File: src/rtl/vbl_pkg.sv
// Shared types for the bulk vector load sequencer.
package vbl_pkg;
    typedef enum logic [0:0] {
        ST_IDLE = 1'b0,
        ST_WAIT = 1'b1
    } vbl_state_e;

    typedef enum logic [0:0] {
        LD_WHOLE = 1'b0,
        LD_MASK  = 1'b1
    } vbl_kind_e;
endpackage

File: src/rtl/vbl_beat_ctr.sv
// Beat counter and address generator.
// Counts the register index within a load and forms the beat address
// (base + idx * VLENB) and the destination register (vd + idx).
// Assumes VLENB is a power of two and vd + nreg - 1 fits in 5 bits.
module vbl_beat_ctr #(
    parameter int VLENB  = 16,
    parameter int ADDR_W = 32,
    parameter int NREG_W = 4
) (
    input  logic              clk,
    input  logic              rst_n,
    input  logic              clear,
    input  logic              advance,
    input  logic [NREG_W-1:0] count,
    input  logic [ADDR_W-1:0] base,
    input  logic [4:0]        first_reg,
    output logic [NREG_W-1:0] idx,
    output logic              last,
    output logic [ADDR_W-1:0] addr,
    output logic [4:0]        reg_idx
);
    localparam int LOG_B = $clog2(VLENB);

    // Beat index register: cleared at load start, stepped after each good beat.
    always_ff @(posedge clk) begin
        if (!rst_n || clear) begin
            idx <= '0;
        end else if (advance) begin
            idx <= idx + 1'b1;
        end
    end

    // Final-beat flag, beat address and destination register.
    always_comb begin
        last    = (idx == count - 1'b1);
        addr    = base + (ADDR_W'(idx) << LOG_B);
        reg_idx = first_reg + 5'(idx);
    end
endmodule

File: src/rtl/vbl_mask_span.sv
// Mask-load span calculator.
// Converts a vector length in bits into a byte count ceil(vl/8) and a
// contiguous byte-enable vector covering bytes 0 .. count-1.
// Assumes vl never exceeds VLENB*8.
module vbl_mask_span #(
    parameter int VLENB = 16
) (
    input  logic [$clog2(VLENB*8):0] vl,
    output logic [$clog2(VLENB):0]   nbytes,
    output logic [VLENB-1:0]         be
);
    localparam int VL_W = $clog2(VLENB*8) + 1;
    localparam int NB_W = $clog2(VLENB) + 1;

    logic [VL_W:0] rounded;

    // Round the bit count up to whole bytes.
    always_comb begin
        rounded = ({1'b0, vl} + (VL_W+1)'(7)) >> 3;
        nbytes  = rounded[NB_W-1:0];
    end

    // One enable per byte lane, set below the byte count.
    for (genvar b = 0; b < VLENB; b++) begin : g_lane
        assign be[b] = (NB_W'(b) < nbytes);
    end
endmodule

File: src/rtl/vreg_bulk_loader.sv
// Whole-register and mask vector load sequencer.
// Takes one start pulse, walks the required beats over a request/response
// memory port (one outstanding request), writes each good beat into the
// register file, then pulses done or fault with the state side outputs.
// Assumes legality (alignment, nreg in {1,2,4,8}) was checked by decode and
// that memory responds only while mreq_valid is high.
module vreg_bulk_loader
    import vbl_pkg::*;
#(
    parameter int VLENB  = 16,
    parameter int ADDR_W = 32,
    parameter int NREG_W = 4,
    localparam int LOG_B = $clog2(VLENB),
    localparam int NB_W  = LOG_B + 1,
    localparam int VL_W  = $clog2(VLENB*8) + 1,
    localparam int DW    = VLENB * 8
) (
    input  logic              clk,
    input  logic              rst_n,
    input  logic              start,
    input  logic              kind_mask,
    input  logic [ADDR_W-1:0] base_addr,
    input  logic [4:0]        vd,
    input  logic [NREG_W-1:0] nreg,
    input  logic [VL_W-1:0]   vl,
    output logic              busy,
    output logic              mreq_valid,
    output logic [ADDR_W-1:0] mreq_addr,
    output logic [NB_W-1:0]   mreq_nbytes,
    input  logic              mrsp_valid,
    input  logic              mrsp_fault,
    input  logic [DW-1:0]     mrsp_data,
    output logic              wr_en,
    output logic [4:0]        wr_idx,
    output logic [VLENB-1:0]  wr_be,
    output logic [DW-1:0]     wr_data,
    output logic              done,
    output logic              fault,
    output logic [ADDR_W-1:0] fault_addr,
    output logic              mark_dirty,
    output logic              clear_vstart
);
    vbl_state_e        state;
    vbl_kind_e         kind_q;
    logic [ADDR_W-1:0] base_q;
    logic [4:0]        vd_q;
    logic [NREG_W-1:0] nreg_q;
    logic [NB_W-1:0]   nbytes_q;
    logic [VLENB-1:0]  be_q;

    logic              accept;
    logic              rsp_ok;
    logic              rsp_bad;
    logic              final_beat;
    logic [NREG_W-1:0] idx;
    logic              idx_last;
    logic [ADDR_W-1:0] beat_addr;
    logic [4:0]        beat_reg;
    logic [NB_W-1:0]   span_nbytes;
    logic [VLENB-1:0]  span_be;

    vbl_beat_ctr #(
        .VLENB (VLENB),
        .ADDR_W(ADDR_W),
        .NREG_W(NREG_W)
    ) u_ctr (
        .clk      (clk),
        .rst_n    (rst_n),
        .clear    (accept),
        .advance  (rsp_ok),
        .count    (nreg_q),
        .base     (base_q),
        .first_reg(vd_q),
        .idx      (idx),
        .last     (idx_last),
        .addr     (beat_addr),
        .reg_idx  (beat_reg)
    );

    vbl_mask_span #(
        .VLENB(VLENB)
    ) u_span (
        .vl    (vl),
        .nbytes(span_nbytes),
        .be    (span_be)
    );

    // Decode of start acceptance and response outcome.
    always_comb begin
        accept     = (state == ST_IDLE) && start;
        rsp_ok     = (state == ST_WAIT) && mrsp_valid && !mrsp_fault;
        rsp_bad    = (state == ST_WAIT) && mrsp_valid && mrsp_fault;
        final_beat = (kind_q == LD_MASK) || idx_last;
    end

    // Memory request and register write drive.
    always_comb begin
        busy        = (state != ST_IDLE);
        mreq_valid  = (state == ST_WAIT);
        mreq_addr   = beat_addr;
        mreq_nbytes = (kind_q == LD_MASK) ? nbytes_q : NB_W'(VLENB);
        wr_en       = rsp_ok;
        wr_idx      = beat_reg;
        wr_be       = (kind_q == LD_MASK) ? be_q : '1;
        wr_data     = mrsp_data;
    end

    // Load parameters captured at start.
    always_ff @(posedge clk) begin
        if (!rst_n) begin
            kind_q   <= LD_WHOLE;
            base_q   <= '0;
            vd_q     <= '0;
            nreg_q   <= '0;
            nbytes_q <= '0;
            be_q     <= '0;
        end else if (accept) begin
            kind_q   <= kind_mask ? LD_MASK : LD_WHOLE;
            base_q   <= base_addr;
            vd_q     <= vd;
            nreg_q   <= nreg;
            nbytes_q <= span_nbytes;
            be_q     <= span_be;
        end
    end

    // Sequencer state and one-cycle completion/fault pulses.
    always_ff @(posedge clk) begin
        if (!rst_n) begin
            state        <= ST_IDLE;
            done         <= 1'b0;
            fault        <= 1'b0;
            fault_addr   <= '0;
            mark_dirty   <= 1'b0;
            clear_vstart <= 1'b0;
        end else begin
            done         <= 1'b0;
            fault        <= 1'b0;
            mark_dirty   <= 1'b0;
            clear_vstart <= 1'b0;
            case (state)
                ST_IDLE: begin
                    if (accept) begin
                        if (kind_mask && (span_nbytes == '0)) begin
                            done         <= 1'b1;
                            mark_dirty   <= 1'b1;
                            clear_vstart <= 1'b1;
                        end else begin
                            state <= ST_WAIT;
                        end
                    end
                end
                ST_WAIT: begin
                    if (rsp_bad) begin
                        state        <= ST_IDLE;
                        fault        <= 1'b1;
                        fault_addr   <= beat_addr;
                        mark_dirty   <= (idx != '0);
                        clear_vstart <= (idx != '0);
                    end else if (rsp_ok && final_beat) begin
                        state        <= ST_IDLE;
                        done         <= 1'b1;
                        mark_dirty   <= 1'b1;
                        clear_vstart <= 1'b1;
                    end
                end
                default: state <= ST_IDLE;
            endcase
        end
    end
endmodule

File: config.mk
export PLATFORM = sky130hd
export DESIGN_NAME = vreg_bulk_loader
export DESIGN_NICKNAME = d
export VERILOG_FILES = /design/src/rtl/vbl_pkg.sv /design/src/rtl/vbl_beat_ctr.sv /design/src/rtl/vbl_mask_span.sv /design/src/rtl/vreg_bulk_loader.sv
export SDC_FILE = /design/constraint.sdc
export NUM_CORES = 1
export LEC_CHECK = 0
export CORE_AREA = 5 5 155 157
export CTS_CLUSTER_SIZE = 14
export DETAILED_ROUTE_END_ITERATION = 8
export DIE_AREA = 0 0 160 162
export GPL_ROUTABILITY_DRIVEN = 0
export PLACE_DENSITY_LB_ADDON = 0.2
export SETUP_SLACK_MARGIN = 0.2
export SYNTH_ARGS = -nofsm -noshare
export SYNTH_HDL_FRONTEND = slang
export SYNTH_HIERARCHICAL = 1
export SYNTH_SLANG_ARGS = --single-unit
File: constraint.sdc
create_clock -name clk -period 3.7 [get_ports clk]
set_input_delay 0.37 -clock clk [delete_from_list [all_inputs] [get_ports clk]]
set_output_delay 0.37 -clock clk [all_outputs]
set_load 0.03 [all_outputs]
==> results of run 1 <==
-- worst max path at each step --
| stage | endpoint | depth (start not counted) | from |
|---|---|---|---|
| final | mreq_addr[22] | 8 | u_ctr/idx[0] |
| after global routing | mreq_addr[18] | 8 | u_ctr/idx[0] |
| after CTS | mreq_addr[24] | 8 | u_ctr/idx[0] |
| after detailed placement | mreq_addr[24] | 8 | u_ctr/idx[0] |
| after global placement | mreq_addr[24] | 8 | u_ctr/idx[0] |
| after floorplan | mreq_addr[26] | 8 | u_ctr/idx[0] |
-- metrics by stage --
stage / hold slack [ps] / instances / total power [mW] / area [sq um] / worst slack, ps
5_1_grt: 472 / 1053 / 2.80 / 7000 / 208
2_1_floorplan: 431 / 765 / 1.78 / 6040 / 976
3_3_place_gp: 440 / 1037 / 1.71 / 6660 / 411
6_report: 452 / 1053 / 2.66 / 7000 / 403
4_1_cts: 455 / 1053 / 2.72 / 6970 / 201
3_5_place_dp: 445 / 1037 / 1.71 / 6660 / 403
-- cell type report --
class / instances / area, sq um
Inverter: 8 / 31.3
Clock buffer: 11 / 243
Fill cell: 2423 / 15400
Timing Repair Buffer: 162 / 1620
Clock inverter: 5 / 57.6
Multi-Input combinational cell: 479 / 2630
Tap cell: 285 / 357
Sequential cell: 103 / 2060
-- sequential cells by signal, indices dropped and copies added (netlist names) --
| name | cells |
|---|---|
| nreg_q | 4 |
| kind_q | 1 |
| nbytes_q | 5 |
| be_q | 16 |
| done | 1 |
| clear_vstart | 1 |
| base_q | 32 |
| fault | 1 |
| busy | 1 |
| fault_addr | 32 |
| vd_q | 5 |
| u_ctr/idx | 4 |
-- cells in the mapped netlist, types with 6 or more instances --
cell type  count  area (sq um)
nand3_1       10          50.1
a21oi_2        6          52.6
a21oi_1      103           515
nand2_1      201           754
nand2b_1      19           119
ha_1          10           125
buf_4        136          1020
xor2_1        26           228
dfxtp_1      103          2060
nor3_1         9          45.0
buf_2          9          45.0
buf_6         18           203
o21ai_0        7          35.0
xnor2_1       14           123
nor2_1        17          63.8
clkbuf_1      10          37.5
inv_1          6          22.5
-- per-layer routing --
layer  track usage  wire length, um  part of all wire
met2         0.203             7570              0.45
met5             0               13           0.00078
met1         0.165             7850              0.47
met4        0.0461              387             0.023
met3        0.0353              921             0.055
-- kinds of logic (layout without fill, tap and decap cells) --
family | Yosys count | count (layout)
buffers and inverters | 183 | 186
AO/OA/AOI/OAI | 132 | 132
adder cells (fa/ha/maj) | 12 | 12
XOR/XNOR | 40 | 40
multiplexers | 1 | 1
AND/OR/NAND/NOR | 294 | 294
flip-flops | 103 | 103
-- power by group through the flow --
stage               registers [mW]  logic [mW]  clock network (mW)
finish                        1.20       0.475               0.987
global route                  1.21       0.520                1.07
CTS                           1.20       0.487                1.03
detailed placement            1.23       0.484                   0
global placement              1.23       0.484                   0
floorplan                     1.22       0.558                   0
-- critical path, delay by kind of cell (launching register included) --
| kind | cells | cell delay (ps) |
|---|---|---|
| flops | 1 | 340 |
| xor+xnor | 1 | 220 |
| fa+ha+maj | 2 | 590 |
| simple gates | 2 | 400 |
| compound gates | 1 | 240 |
| buf+inv | 2 | 770 |
==> results by group, run 1 <==
Global routing
  • Grt total ovfl: 0
  • Gr usage total: 0.127
  • First-pass GRT wire length: roughly 26 mm
  • Largest net degree at the start of global routing: 65
  • Vias in the first global route: around 4700
  • Initial antenna violation count: 1

Placement
  • I/O Buffers: around 150
  • Post-detail-place hpwl: roughly 12 mm

Setup path
  • Worst Path Arrival: approximately 3000 ps
  • FF-to-FF Start: u_ctr/idx[0]
  • Cell Chain, Critical Path: ha_1 -> inv_1 -> fa_1 -> nand2b_1 -> o2bb2ai_2 -> nor3_1 -> xor2_1 -> clkdlybuf4s50_1
  • Crit path max fanout: 9
  • CP endpoint kind: output port
  • Slowest cell delay on critical path: 710 ps
  • Worst reg2reg path depth: 9
  • Crit Path Category: flip-flop to output port
  • Crit-path slowest cell: clkdlybuf4s50_1
  • Critical Path RT: approximately 3300 ps
  • CP Launch Type: flip-flop
  • Reg-to-Reg End: fault_addr[24]
  • R2R Setup Slk: ~1400 ps

Timing
  • Max-slew violations: 0
  • Fin crit period: 3300 ps
  • Clock skew: approximately 6.5 ps
  • Least-Margin Pin Slew: between 800 and 900 ps
  • Final Setup Violations: 0
  • Final count of hold timing violations: 0
  • RSZ-0062 raised after global routing: false
  • Slew HR: 0.450
  • Setup TNS Final: 0 ps
  • Final Cycle Share: 0.891
  • Max Freq: 303 MHz

Logic synthesis
  • Multiplexer share of the synthesized area: 0.00166
  • Main combinational cell family by area after synthesis: buffers and inverters
  • EDFF count, synth: 0
  • Yosys reg bits: ~100
  • Asr flop ratio synth: 0
  • YS warnings: 6
  • Ys flop type: dfxtp_1
  • XOR/XNOR share of the synthesized area: 0.0580
  • Synth unique cells: 50
  • Post-synthesis compound-gate area fraction: 0.124
  • Avg Inst Size Synth: about 8 sq um
  • Cell count after synthesis: 765
  • Post-Syn Area: slightly above 0.006 sq mm
  • Synth Area in Simple Gates: 0.222
  • Synthesized-area fraction occupied by adder cells: 0.0274
  • Syn nets: 960
  • Sequential area share after synthesis: 0.342

Floorplanning
  • Cell Rows: 55
  • I/O Pins: between 400 and 500
  • Initial cell density of the core: 0.270
  • Die area: around 0.026 sq mm
  • Die H: about 160 um
  • Core area: about 0.022 sq mm
  • Chip width: approximately 160 um

Finish
  • Share of post-route cells with drive strength above 1: 0.0599
  • Final #Nets: between 900 and 1000
  • ANT cells: 0
  • Fin util: 0.313
  • Most common cell after layout, fill and taps aside: nand2_1
  • Most frequent cells in the layout: 201 x nand2_1, 141 x clkdlybuf4s50_1, 103 x a21oi_1, 103 x dfxtp_1, 26 x xor2_1
  • Layout area overhead: 16.0%

Clock tree
  • CTS tree: yes
  • Clk Latency, worst-skew pair: roughly 350 ps
  • CTS Hold Bufs: 0
  • # clock sinks: slightly above 100
  • Cts repair resizes: 1
  • H-Tree Depth: 3
  • Clock Tree Buf Depth: 2
  • CTS buffer count: 9
  • CTS root buffer: clkbuf_16
  • Postcts setup bufs: 0
  • Clk pin slew, worst setup/hold paths: 70 ps

Pwr
  • Sw power: ~0.76 mW
  • Max VDD drop: ~0.00017 V
  • Clock power frac: 0.371
  • Internal: about 1.9 mW
  • Power per cell area: between 300 and 400 mW/mm^2
  • Sw Ratio: 0.285
  • Leakage: around 2.7 nW
  • Part of the power in combinational logic: 0.178
  • Power share of the sequential group: 0.451

Route
  • DRC: 0
  • Antenna-violating nets left: 0
  • Routed len/inst: between 15 and 20 um
  • 1st-pass router iterations: 5
  • Vias per std cell: 4.51
  • DRT iter0 DRCs: slightly below 200
  • Final wirelength: between 15 and 20 mm
  • Vias: roughly 4700

Min path
  • Hold WC Path Type: flip-flop to flip-flop
  • Hold Startpoint: fault_addr[27]
  • Number of stages on the worst hold path: 2
  • Hold endpoint: fault_addr[27]

Flow run
  • Max-cap violations: 0

Status
  • Outcome: complete, no violations
Power figures use the tool's default switching activity.
==> inputs of run 2 (changes only) <==
--- a/config.mk
+++ b/config.mk
@@ -6,6 +6,7 @@
 export NUM_CORES = 1
 export LEC_CHECK = 0
 export CORE_AREA = 5 5 155 157
+export CTS_CLUSTER_DIAMETER = 60
 export CTS_CLUSTER_SIZE = 14
 export DETAILED_ROUTE_END_ITERATION = 8
 export DIE_AREA = 0 0 160 162
==> results of run 2 <==
The final DEF is identical to that of run 1; final timing and power are the same.
==> inputs of run 3 (changes only) <==
==> constraint.sdc (replaced) <==
create_clock -name clk -period 4.1 [get_ports clk]
set_input_delay 0.41 -clock clk [delete_from_list [all_inputs] [get_ports clk]]
set_output_delay 0.41 -clock clk [all_outputs]
set_load 0.03 [all_outputs]
==> results by group, run 3 (same netlist as run 1, synthesis figures left out) <==
Status
  • Outcome: complete, no violations (unchanged)

Finish
  • ANT cells: 0 (unchanged)
  • Final #Nets: 954 (was 958)
  • Largest registers: base_q (32), fault_addr (32), be_q (16) (unchanged)
  • Most common cell after layout, fill and taps aside: nand2_1 (unchanged)
  • Filler cell count: 2445 (was 2423)
  • Fin util: 0.313 (about the same)
  • Non-filler cells in the finished layout: 1049 (was 1053)
  • Layout area overhead: 16.0% (about the same)
  • Most frequent cells in the layout: 201 x nand2_1, 143 x clkdlybuf4s50_1, 103 x a21oi_1, 103 x dfxtp_1, 26 x xor2_1 (was 201 x nand2_1, 141 x clkdlybuf4s50_1, 103 x a21oi_1, 103 x dfxtp_1, 26 x xor2_1)
  • Share of post-route cells with drive strength above 1: 0.0537 (was 0.0599)

Route
  • Antenna-violating nets left: 0 (unchanged)
  • DRT iter0 DRCs: 164 (was 195)
  • Vias: 4686 (was 4744)
  • Final wirelength: 16.7 mm (about the same)
  • Vias per std cell: 4.47 (was 4.51)
  • Routed len/inst: 16.0 um (was 15.9 um)
  • DRC: 0 (unchanged)
  • 1st-pass router iterations: 4 (was 5)

Setup path
  • FF-to-FF Start: u_ctr/idx[0] (unchanged)
  • CP endpoint kind: output port (unchanged)
  • CP Launch Type: flip-flop (unchanged)
  • Worst Path Arrival: 3390 ps (was 2930 ps)
  • Critical Path Source: u_ctr/idx[0] (unchanged)
  • Crit path max fanout: 7 (was 9)
  • Crit Path Category: flip-flop to output port (unchanged)
  • Critical Path RT: 3690 ps (was 3330 ps)

Global routing
  • Initial antenna violation count: 0 (was 1)
  • Vias in the first global route: 4785 (was 4650)
  • Grt total ovfl: 0 (unchanged)
  • Gr usage total: 0.129 (was 0.127)
  • First-pass GRT wire length: 26.6 mm (was 26.2 mm)
  • Largest net degree at the start of global routing: 65 (unchanged)

Timing
  • Final count of hold timing violations: 0 (unchanged)
  • Fin crit period: ~3800 ps
  • Min Hold Slack: 453 ps (was 452 ps)
  • Max-slew violations: 0 (unchanged)
  • Slew HR: 0.398 (was 0.450)
  • Final Setup Violations: 0 (unchanged)
  • RSZ-0062 raised after global routing: true (was false)
  • Clock skew: 5.88 ps (was 6.50 ps)
  • Least-Margin Pin Slew: 902 ps (was 825 ps)
  • Max Freq: around 260 MHz
  • Setup TNS Final: 0 ps (unchanged)
  • Final Cycle Share: 0.927

Pwr
  • Power per cell area: 357 mW/mm^2 (was 380 mW/mm^2)
  • Max VDD drop: 0.000132 V (was 0.000166 V)
  • Leakage: 2.67 nW (was 2.71 nW)

Clock tree
  • Postcts setup bufs: 0 (unchanged)
  • # clock sinks: 103 (unchanged)
  • Clk pin slew, worst setup/hold paths: 70 ps (about the same)
  • CTS Hold Bufs: 0 (unchanged)
  • CTS root buffer: clkbuf_16 (unchanged)
  • Clk Latency, worst-skew pair: 350 ps (about the same)
  • H-Tree Depth: 3 (unchanged)
  • Clock Tree Buf Depth: 2 (unchanged)
  • CTS buffer count: 9 (unchanged)
  • CTS tree: yes (unchanged)

Placement
  • I/O Buffers: 151 (unchanged)
  • Post-detail-place hpwl: 11.7 mm (was 11.9 mm)
  • Placed Cells: 1033 (was 1037)

Min path
  • Hold Startpoint: be_q[3] (was fault_addr[27])
  • Hold WC Path Type: flip-flop to flip-flop (unchanged)

Floorplanning
  • Core area: 0.0224 sq mm (unchanged)
  • Chip width: 160 um (unchanged)
  • I/O Pins: 408 (unchanged)
  • Die H: 162 um (unchanged)
  • Initial cell density of the core: 0.270 (unchanged)
  • Cell Rows: 55 (unchanged)
  • Die area: 0.0259 sq mm (unchanged)

Flow run
  • Max-cap violations: 0 (unchanged)
==> run 3: cell types whose count changed in the layout (fill, tap and decap cells not counted), sizes merged <==
cell | previous run | this run
clkinvlp | 3 | 1
dlygate4sd2 | 0 | 1
bufinv | 1 | 2
clkbuf | 11 | 12
buf | 11 | 7
dlymetal6s2s | 10 | 7
clkdlybuf4s50 | 141 | 143
==> run 3: final cells by class <==
| cell class | count | area (sq um) | area share |
|---|---|---|---|
| clock buffer | 12 | 267 | 0.0380 |
| clock inverter | 4 | 76.3 | 0.0109 |
| inverter | 8 | 31.3 | 0.00447 |
| multi-input combinational | 479 | 2620 | 0.374 |
| sequential | 103 | 2060 | 0.294 |
| tap | 285 | 357 | 0.0509 |
| timing repair buffer | 158 | 1590 | 0.227 |
==> run 3: report_power, final <==
part | internal, mW | total (mW) | leakage [nW] | switching (mW)
sequential | 1.05 | 1.09 | 0.841 | 0.0403
combinational | 0.179 | 0.422 | 1.67 | 0.243
clock | 0.587 | 0.994 | 0.165 | 0.407
==> run 3: metal layers <==
| layer | share of wire | wire length (um) | GRT usage |
|---|---|---|---|
| met1 | 0.48 | 7970 | 0.164 |
| met2 | 0.45 | 7530 | 0.209 |
| met3 | 0.051 | 854 | 0.0304 |
| met4 | 0.023 | 388 | 0.0532 |
| met5 | 0 | 0 | 0 |
==> run 3: worst paths after layout <==
| kind | slack [ps] | endpoint | cells after the start |
|---|---|---|---|
| hold reg to reg | 450 | be_q[3] | 2 |
| setup reg to reg | 1430 | fault_addr[20] | 10 |
| setup / recovery | 300 | mreq_addr[24] | 8 |
| hold / removal | 450 | be_q[3] | 2 |
==> run 3: critical path: stages (launching register included) <==
cell	delay, ps
dfxtp_1	500
ha_1	250
inv_1	60
fa_1	380
nand2b_1	160
o2bb2ai_1	330
nor4b_1	430
xor2_1	230
clkdlybuf4s50_1	700
==> run 3: stage by stage <==
stage	power (mW)	instance area (sq um)	worst slack, ps
after floorplan	1.61	6040	1340
after global placement	1.54	6650	623
after detailed placement	1.54	6650	577
after CTS	2.56	6990	227
after global routing	2.63	7000	50.8
final	2.50	7000	299
==> run 3: repair_timing <==
item	4_1_cts	5_1_grt
resized for setup	1	7
cloned	0	0
setup endpoints to repair	1	8
